File: src/rtl/sgp_pkg.sv
package sgp_pkg;
  localparam int SB_BUSY  = 0;
  localparam int SB_WEL   = 1;
  localparam int SB_BPLO  = 2;
  localparam int SB_BPHI  = 3;
  localparam int SB_LOCK  = 4;
  localparam int SB_ZERO  = 5;
  localparam int SB_IDSEL = 6;
  localparam int SB_HWEN  = 7;

  typedef enum logic [1:0] {
    GUARD_NONE    = 2'b00,
    GUARD_QUARTER = 2'b01,
    GUARD_HALF    = 2'b10,
    GUARD_ALL     = 2'b11
  } guard_e;

  // top2 = two most significant address bits
  function automatic logic addr_guarded(input guard_e code, input logic [1:0] top2);
    case (code)
      GUARD_NONE:    return 1'b0;
      GUARD_QUARTER: return top2 == 2'b11;
      GUARD_HALF:    return top2[1];
      default:       return 1'b1;
    endcase
  endfunction
endpackage

File: src/rtl/sgp_volatile.sv
module sgp_volatile (
  input  logic clk,
  input  logic rst_n,
  input  logic set_wel,
  input  logic clr_wel,
  input  logic write_done,
  input  logic busy,
  input  logic access_done,
  input  logic idsel_load,
  input  logic idsel_d,
  output logic wel_q,
  output logic idsel_q,
  output logic busy_q
);
  always_ff @(posedge clk) begin
    if (!rst_n) begin
      wel_q   <= 1'b0;
      idsel_q <= 1'b0;
      busy_q  <= 1'b0;
    end else begin
      busy_q <= busy;
      if (clr_wel || write_done) wel_q <= 1'b0;
      else if (set_wel)          wel_q <= 1'b1;
      if (access_done)           idsel_q <= 1'b0;
      else if (idsel_load)       idsel_q <= idsel_d;
    end
  end

  p_wel_clear_r2: assert property (@(posedge clk) disable iff (!rst_n)
    (clr_wel || write_done) |=> !wel_q);
  p_wel_set_r2: assert property (@(posedge clk) disable iff (!rst_n)
    (set_wel && !clr_wel && !write_done) |=> wel_q);
  p_idsel_drop_r7: assert property (@(posedge clk) disable iff (!rst_n)
    access_done |=> !idsel_q);
  p_busy_copy_r11: assert property (@(posedge clk) disable iff (!rst_n)
    1'b1 |=> (busy_q == $past(busy)));
endmodule

File: src/rtl/sgp_nonvol.sv
module sgp_nonvol #(
  parameter logic       INIT_HWEN = 1'b0,
  parameter logic       INIT_LOCK = 1'b0,
  parameter logic [1:0] INIT_BP   = 2'b00
) (
  input  logic       clk,
  input  logic       rst_n,
  input  logic       load,
  input  logic [7:0] data,
  output logic       hwen_q,
  output logic       lock_q,
  output logic [1:0] bp_q,
  output logic       idsel_load,
  output logic       idsel_d
);
  import sgp_pkg::*;

  logic both_set;
  logic hwen_r = INIT_HWEN;
  logic lock_r = INIT_LOCK;
  logic [1:0] bp_r = INIT_BP;

  assign both_set = data[SB_IDSEL] & data[SB_LOCK];

  // no reset term: these flops model cells that survive a soft reset
  always_ff @(posedge clk) begin
    if (load) begin
      hwen_r <= data[SB_HWEN];
      bp_r   <= data[SB_BPHI:SB_BPLO];
      if (!both_set) lock_r <= lock_r | data[SB_LOCK];
    end
  end

  assign hwen_q     = hwen_r;
  assign lock_q     = lock_r;
  assign bp_q       = bp_r;
  assign idsel_load = load & ~both_set;
  assign idsel_d    = data[SB_IDSEL];

  p_lock_sticky_r6: assert property (@(posedge clk) disable iff (!rst_n)
    lock_r |=> lock_r);
  p_pair_kept_r5: assert property (@(posedge clk) disable iff (!rst_n)
    (load && both_set) |=> $stable(lock_r));
endmodule

File: src/rtl/sgp_guard.sv
module sgp_guard #(
  parameter int ADDR_W = 14
) (
  input  logic              hwen,
  input  logic              wp_pin,
  input  logic              wel,
  input  logic              idsel,
  input  logic              lock,
  input  logic [1:0]        bp,
  input  logic [ADDR_W-1:0] addr,
  output logic              arr_ok,
  output logic              sr_ok
);
  import sgp_pkg::*;

  localparam int TOP = ADDR_W - 1;

  logic guarded;
  assign guarded = addr_guarded(guard_e'(bp), addr[TOP -: 2]);
  assign sr_ok   = wel & (~hwen | wp_pin);
  assign arr_ok  = wel & (idsel ? ~lock : ~guarded);
endmodule

File: src/rtl/status_guard.sv
module status_guard #(
  parameter int         ADDR_W    = 14,
  parameter logic       INIT_HWEN = 1'b0,
  parameter logic       INIT_LOCK = 1'b0,
  parameter logic [1:0] INIT_BP   = 2'b00
) (
  input  logic              clk,
  input  logic              rst_n,
  input  logic              set_wel_i,
  input  logic              clr_wel_i,
  input  logic              wrsr_i,
  input  logic [7:0]        wrsr_data_i,
  input  logic              write_done_i,
  input  logic              access_done_i,
  input  logic              wp_pin_i,
  input  logic              busy_i,
  input  logic [ADDR_W-1:0] addr_i,
  output logic [7:0]        status_o,
  output logic              arr_wr_ok_o,
  output logic              sr_wr_ok_o
);
  import sgp_pkg::*;

  logic wel, idsel, busy_q, hwen, lock, idsel_load, idsel_d, sr_ok, nv_load;
  logic [1:0] bp;

  assign nv_load = rst_n & wrsr_i & sr_ok;

  sgp_volatile u_vol (
    .clk(clk), .rst_n(rst_n), .set_wel(set_wel_i), .clr_wel(clr_wel_i),
    .write_done(write_done_i), .busy(busy_i), .access_done(access_done_i),
    .idsel_load(idsel_load), .idsel_d(idsel_d),
    .wel_q(wel), .idsel_q(idsel), .busy_q(busy_q)
  );

  sgp_nonvol #(.INIT_HWEN(INIT_HWEN), .INIT_LOCK(INIT_LOCK), .INIT_BP(INIT_BP)) u_nv (
    .clk(clk), .rst_n(rst_n), .load(nv_load), .data(wrsr_data_i),
    .hwen_q(hwen), .lock_q(lock), .bp_q(bp),
    .idsel_load(idsel_load), .idsel_d(idsel_d)
  );

  sgp_guard #(.ADDR_W(ADDR_W)) u_guard (
    .hwen(hwen), .wp_pin(wp_pin_i), .wel(wel), .idsel(idsel), .lock(lock),
    .bp(bp), .addr(addr_i), .arr_ok(arr_wr_ok_o), .sr_ok(sr_ok)
  );

  assign sr_wr_ok_o = sr_ok;

  always_comb begin
    status_o                  = '0;
    status_o[SB_HWEN]         = hwen;
    status_o[SB_IDSEL]        = idsel;
    status_o[SB_LOCK]         = lock;
    status_o[SB_BPHI:SB_BPLO] = bp;
    status_o[SB_WEL]          = wel;
    status_o[SB_BUSY]         = busy_q;
  end

  p_full_guard_r8: assert property (@(posedge clk) disable iff (!rst_n)
    (status_o[SB_BPHI:SB_BPLO] == 2'b11 && !status_o[SB_IDSEL]) |-> !arr_wr_ok_o);
  p_locked_page_r9: assert property (@(posedge clk) disable iff (!rst_n)
    (status_o[SB_IDSEL] && status_o[SB_LOCK]) |-> !arr_wr_ok_o);
  p_refused_load_r4: assert property (@(posedge clk) disable iff (!rst_n)
    (wrsr_i && !sr_wr_ok_o) |=> $stable(status_o[7:2]) || $past(access_done_i));
  p_hw_block_r3: assert property (@(posedge clk) disable iff (!rst_n)
    (status_o[SB_HWEN] && !wp_pin_i) |-> !sr_wr_ok_o);
endmodule

File: config.mk
export PLATFORM = sky130hd
export DESIGN_NAME = status_guard
export DESIGN_NICKNAME = d
export VERILOG_FILES = /design/src/rtl/sgp_pkg.sv /design/src/rtl/sgp_volatile.sv /design/src/rtl/sgp_nonvol.sv /design/src/rtl/sgp_guard.sv /design/src/rtl/status_guard.sv
export SDC_FILE = /design/constraint.sdc
export NUM_CORES = 1
export LEC_CHECK = 0
export BUFFER_PORTS_ARGS = -buffer_cell sky130_fd_sc_hd__buf_2
export CORE_AREA = 2 2 39 41
export CTS_CLUSTER_DIAMETER = 200
export DETAILED_ROUTE_END_ITERATION = 8
export DIE_AREA = 0 0 41 43
export PLACE_DENSITY = 0.69
export SKIP_LAST_GASP = 1
export SYNTH_ARGS = -nofsm -noshare
export SYNTH_HDL_FRONTEND = slang
export SYNTH_SLANG_ARGS = --single-unit
export TNS_END_PERCENT = 100
File: constraint.sdc
create_clock -name clk -period 1.35 [get_ports clk]
set_input_delay 0.135 -clock clk [delete_from_list [all_inputs] [get_ports clk]]
set_output_delay 0.135 -clock clk [all_outputs]
set_load 0.02 [all_outputs]
# After elaboration in Yosys (flattened, before gate mapping)
# Index checks and enable logic that the tools add are counted.
dict set report word_totals {
  input_bits 31
  out_inout_bits 10
  regBits 7
  elab_cells 29
}
dict set report classes {
  mux 2
  eq_ne 3
  bitwise 13
  reduce_logical 5
}
# op count
set ops {}
lappend ops {{1-bit bitwise AND} 6}
lappend ops {{1-bit NOT} 5}
lappend ops {{2-bit equality test (second input constant)} 2}
lappend ops {{2-bit OR reduction} 2}
lappend ops {{1-bit case mux with 3 select lines} 1}
lappend ops {{2-bit by 1-bit equality test with 1-bit output (second input constant)} 1}
lappend ops {{2-bit logical NOT} 1}
lappend ops {{1-bit OR} 2}
lappend ops {{2-bit AND reduction} 1}
lappend ops {{1-bit logical OR} 1}
lappend ops {{1-bit 2-to-1 mux} 1}

# Logic depth before layout (Yosys ltp)
dict set report logic_depth {
  ltp_word 5
  depth_mapped 3
  mapped_depth_nobuf 3
}

# Modules after synthesis
# From an unflattened synthesis, not the netlist that was laid out.
dict set report hier_totals {
  hier_cells 29
  hier_area_um2 344.1
}
# mod seq_area_each_um2 area_per_inst_um2 cells_each instances
set by_module_without_submodules {}
lappend by_module_without_submodules {sgp_nonvol 120.1 141.4 7 1}
lappend by_module_without_submodules {sgp_volatile 60.1 107.6 8 1}
lappend by_module_without_submodules {status_guard 0.0 55.1 8 1}
lappend by_module_without_submodules {sgp_guard 0.0 40.0 6 1}

# Worst setup path before layout
# Ideal clock, no wire load.
dict set report synth_path {
  kind {reg2reg}
  startpoint {register u_nv.hwen_r, in the netlist u_nv.hwen_q}
  endpoint {register u_nv.lock_r, in the netlist u_nv.lock_q (enable)}
  arrival_time_ps 925
  path_slack_ps 127
  period_less_slack_ps 1223
  setup_ps 298
  path_stages_with_launch 4
  cell_sequence {edfxtp_1 -> nand2b_4 -> and4_1 -> a21boi_2}
}
dict set report synth_between {
  elab_chain_cells 5
}
# item line_no
set synth_lines {}
lappend synth_lines {{from (decl)} sgp_nonvol.sv:19} ;# logic hwen_r = INIT_HWEN;
lappend synth_lines {{from (signal assigned)} sgp_nonvol.sv:28} ;# hwen_r <= data[SB_HWEN];
lappend synth_lines {{1-bit NOT} sgp_guard.sv:20} ;# assign sr_ok = wel & (~hwen | wp_pin);
lappend synth_lines {{1-bit OR} sgp_guard.sv:20}
lappend synth_lines {{1-bit bitwise AND} sgp_guard.sv:20}
lappend synth_lines {{1-bit bitwise AND} status_guard.sv:27} ;# assign nv_load = rst_n & wrsr_i & sr_ok;
lappend synth_lines {{via nv_load} status_guard.sv:24} ;# logic wel, idsel, busy_q, hwen, lock, idsel_load, idsel_d, sr_ok, nv_load;
lappend synth_lines {{2-bit AND reduction (no source line)} --}
lappend synth_lines {{to (signal assigned)} sgp_nonvol.sv:30} ;# if (!both_set) lock_r <= lock_r | data[SB_LOCK];
lappend synth_lines {{to (decl)} sgp_nonvol.sv:20} ;# logic lock_r = INIT_LOCK;
# The timed path passes the listed nets, and every way through them passes these cells.
# A chain may end at the register's enable or synchronous reset.

# Final worst setup path
dict set report layout_path {
  startpoint {register u_nv.bp_r[0], in the netlist u_nv.bp_q[0]}
  endpoint {output arr_wr_ok_o}
}
dict set report layout_between {
  elab_chain_cells 5
}
# item line_no
set layout_lines {}
lappend layout_lines {{from (decl)} sgp_nonvol.sv:21} ;# logic [1:0] bp_r = INIT_BP;
lappend layout_lines {{from (signal assigned)} sgp_nonvol.sv:29} ;# bp_r <= data[SB_BPHI:SB_BPLO];
lappend layout_lines {{2-bit equality test, or another cell as far along} sgp_pkg.sv:20} ;# case (code)
lappend layout_lines {{1-bit case mux with 3 select lines (*)} sgp_pkg.sv:20}
lappend layout_lines {{1-bit NOT (*)} sgp_guard.sv:21} ;# assign arr_ok = wel & (idsel ? ~lock : ~guarded);
lappend layout_lines {{1-bit 2-to-1 mux (*)} sgp_guard.sv:21}
lappend layout_lines {{1-bit bitwise AND (*)} sgp_guard.sv:21}
lappend layout_lines {{to (decl)} status_guard.sv:19} ;# output logic arr_wr_ok_o,
# Mark *: on every way between the ends. The rest lies on a longest branch, timed or not.

==> load_flow_metrics.sql <==
INSERT INTO impl_metrics (metric_group, metric, value, unit) VALUES
('outcome', 'outcome', 'completed', ''),
('worst_setup_path', 'source_of_the_critical_timing_path', 'u_nv.bp_q[0]', ''),
('power_and_ir_drop', 'power', '0.473', 'mW'),
('grt', 'grt_pass1_wl', '1.06', 'mm'),
('power_and_ir_drop', 'powerDensity', '944', 'nW/um2'),
('grt', 'grt_usage', '9.09', '%'),
('logic_synthesis', 'main_combinational_cell_family_by_area_after_synthesis', 'simple AND/OR/NAND/NOR gates', ''),
('route', 'detail_route.wl_per_cell', '9.72', 'um'),
('clock_tree', 'clock_tree.htree_level_count', '1', ''),
('sta', 'setup-tns-final', '0', 'ns'),
('logic_synthesis', 'synth_top_cells_by_area', 'sky130_fd_sc_hd__edfxtp_1 33%, sky130_fd_sc_hd__dfxtp_1 16%, sky130_fd_sc_hd__buf_4 12%', ''),
('power_and_ir_drop', 'power.static_leakage', '0.234', 'nW'),
('route', 'initialDrtViolationCount', '0', ''),
('route', 'total_via_count_in_the_routed_design', '304', ''),
('sta', 'timing_hold_violations_final', '0', ''),
('place', 'dp_cells', '68', ''),
('logic_synthesis', 'synth.cell_area', '365', 'um2'),
('final_layout', 'diodes', '0', ''),
('logic_synthesis', 'mappedNetlistNets', '63', ''),
('job', 'timing.max_cap.violations', '0', ''),
('clock_tree', 'buffers_from_clock_root_to_sink_at_most', '2', ''),
('worst_setup_path', 'ff2ff_path_depth', '3', ''),
('logic_synthesis', 'synth_async_sr_flop_share', '0', '%'),
('sta', 'setup_viol', '0', ''),
('worst_setup_path', 'endpoint_type_of_the_worst_setup_path', 'output pin', ''),
('die', 'die_area', '1760', 'um2'),
('final_layout', 'design_area', '502', 'um2'),
('logic_synthesis', 'syn_avg_cell_area', '11.4', 'um2'),
('worst_setup_path', 'crit_path_end', 'arr_wr_ok_o', ''),
('power_and_ir_drop', 'power_frac_comb', '11.1', '%'),
('final_layout', 'final_core_utilization', '36.3', '%'),
('power_and_ir_drop', 'internal-power', '0.368', 'mW'),
('power_and_ir_drop', 'total_switching_power', '0.105', 'mW'),
('sta', 'layout_min_cycle_time', '1.24', 'ns'),
('logic_synthesis', 'synth_seq_area_share', '49.3', '%'),
('logic_synthesis', 'gate_count_after_technology_mapping', '32', ''),
('logic_synthesis', 'synth-simple-area-share', '26.0', '%'),
('final_layout', 'final_cells', '72', ''),
('die', 'rows', '14', ''),
('sta', 'rsz0062_at_grt', 'false', ''),
('worst_setup_path', 'critical_path_required', '1.22', 'ns'),
('sta', 'slew_viol_final', '0', ''),
('grt', 'antenna_found_initial', '0', ''),
('power_and_ir_drop', 'ir_worst_vdd', '0.000450', 'V'),
('route', 'drt_wl_total', '700', 'um'),
('worst_setup_path', 'rrSetupSlack', '0.17', 'ns'),
('route', 'drtPass1Iterations', '1', ''),
('sta', 'setup_slack', '0.111', 'ns'),
('logic_synthesis', 'synth-xor-area-share', '0', '%'),
('die', 'floorplan.die.width', '41', 'um'),
('die', 'initial_utilization', '26.4', '%'),
('final_layout', 'drive_gt1_share', '58.9', '%'),
('worst_setup_path', 'worstReg2RegStart', 'u_nv.hwen_q', ''),
('logic_synthesis', 'synth_warnings', '0', ''),
('logic_synthesis', 'synth_largest_type_area_fraction', '32.9', '%'),
('worst_setup_path', 'signal_arrival_time_at_the_worst_endpoint', '1.10', 'ns'),
('worst_setup_path', 'worstReg2RegEnd', 'u_nv.lock_q', ''),
('final_layout', 'fill_cells', '148', ''),
('power_and_ir_drop', 'power.share.switching', '22.2', '%'),
('logic_synthesis', 'synthAdderAreaFrac', '0', '%'),
('route', 'antenna_violating_nets_post_route', '0', ''),
('clock_tree', 'worstSkewPairLatency', '0.25', 'ns'),
('sta', 'achievable-frequency', '807', 'MHz'),
('logic_synthesis', 'number_of_synthesized_register_bits', '7', ''),
('worst_setup_path', 'criticalPathCategory', 'flop to output pin', ''),
('final_layout', 'nNetsFinal', '88', ''),
('worst_setup_path', 'critical_path_source_type', 'flop', ''),
('die', 'dieHeight', '43', 'um'),
('clock_tree', 'cts_inserted_buffers', '3', ''),
('logic_synthesis', 'yosys.area.top_type', 'sky130_fd_sc_hd__edfxtp_1', ''),
('final_layout', 'area_growth_syn_to_layout', '37.3', '%');
==> Yosys cell counts, types with 2 or more instances <==
cell / number
sky130_fd_sc_hd__edfxtp_1: 4
sky130_fd_sc_hd__buf_4: 6
sky130_fd_sc_hd__nand2_1: 2
sky130_fd_sc_hd__and2_1: 2
sky130_fd_sc_hd__nor2_1: 2
sky130_fd_sc_hd__dfxtp_1: 3
==> worst max-delay path: stages (launching register included) <==
cell	delay, ns
sky130_fd_sc_hd__edfxtp_1	0.40
sky130_fd_sc_hd__o21ai_1	0.14
sky130_fd_sc_hd__a21oi_1	0.07
sky130_fd_sc_hd__nor2_1	0.09
sky130_fd_sc_hd__buf_2	0.16
==> layout by cell type (no fill, tap or decap), drive strengths merged <==
cell / n
buf: 26
edfxtp: 4
clkbuf: 4
dfxtp: 3
nand2: 2
nor2: 2
and2: 2
nand2b: 1
and4: 1
a21boi: 1
o21ai: 1
nand3: 1
a21oi: 1
or2: 1
inv: 1
a41oi: 1
nand4b: 1
nor4bb: 1
nor4b: 1
conb: 1
==> how the worst min path moves through the flow <==
stage               cells past startpoint            end     startpoint  slack [ns]
finish                                  2    u_vol.wel_q   write_done_i        0.05
global route                            2    u_vol.wel_q   write_done_i        0.03
floorplan                               1  u_vol.idsel_q  access_done_i        0.20
CTS                                     2    u_vol.wel_q   write_done_i        0.03
global placement                        2    u_vol.wel_q   write_done_i        0.30
detailed placement                      2    u_vol.wel_q   write_done_i        0.30
==> power by group through the flow <==
stage	Sequential, mW	Clock, mW	Combinational, mW
2_1_floorplan	0.235	0	0.0251
3_3_place_gp	0.234	0	0.0510
3_5_place_dp	0.234	0	0.0524
4_1_cts	0.229	0.201	0.0527
5_1_grt	0.230	0.214	0.0575
6_report	0.229	0.191	0.0526
==> repair_timing <==
item	in CTS	in global routing
endpoints found under the hold margin	0	0
setup endpoints to repair	0	1
buffers inserted	0	0
resized for setup	0	1
==> metal layers <==
| layer | part of all wire [%] | vias to the layer above | global-route usage, % |
|---|---|---|---|
| met5 | 0 | - | 0 |
| met3 | 12 | 0 | 3.14 |
| met2 | 43 | 20 | 12.2 |
| li1 | - | 154 | - |
| met4 | 0 | 0 | 6.00 |
| met1 | 45 | 130 | 11.8 |
==> logic make-up (layout without fill, tap and decap cells) <==
logic type             Yosys count  count (layout)
and+or+nand+nor                 13              13
DFF                              7               7
buffers and inverters            7              31
AOI/OAI and AO/OA                4               4
other                            1               1
==> registers in the layout, summed over array words and instances (netlist names) <==
name,count
u_nv.bp_q,2
u_vol.idsel_q,1
u_vol.wel_q,1
u_nv.lock_q,1
u_vol.busy_q,1
u_nv.hwen_q,1
==> layout make-up <==
type                    instances  area (um2)  share of cell area (%)
inverters                       1        3.75                   0.748
well taps                      16        20.0                    3.99
flip-flops and latches          7         180                    35.9
repair buffers                 26         135                    26.9
multi-input cells              18         136                    27.2
clock buffers                   4        26.3                    5.24
Note: power is estimated with default switching activity, not from simulation.
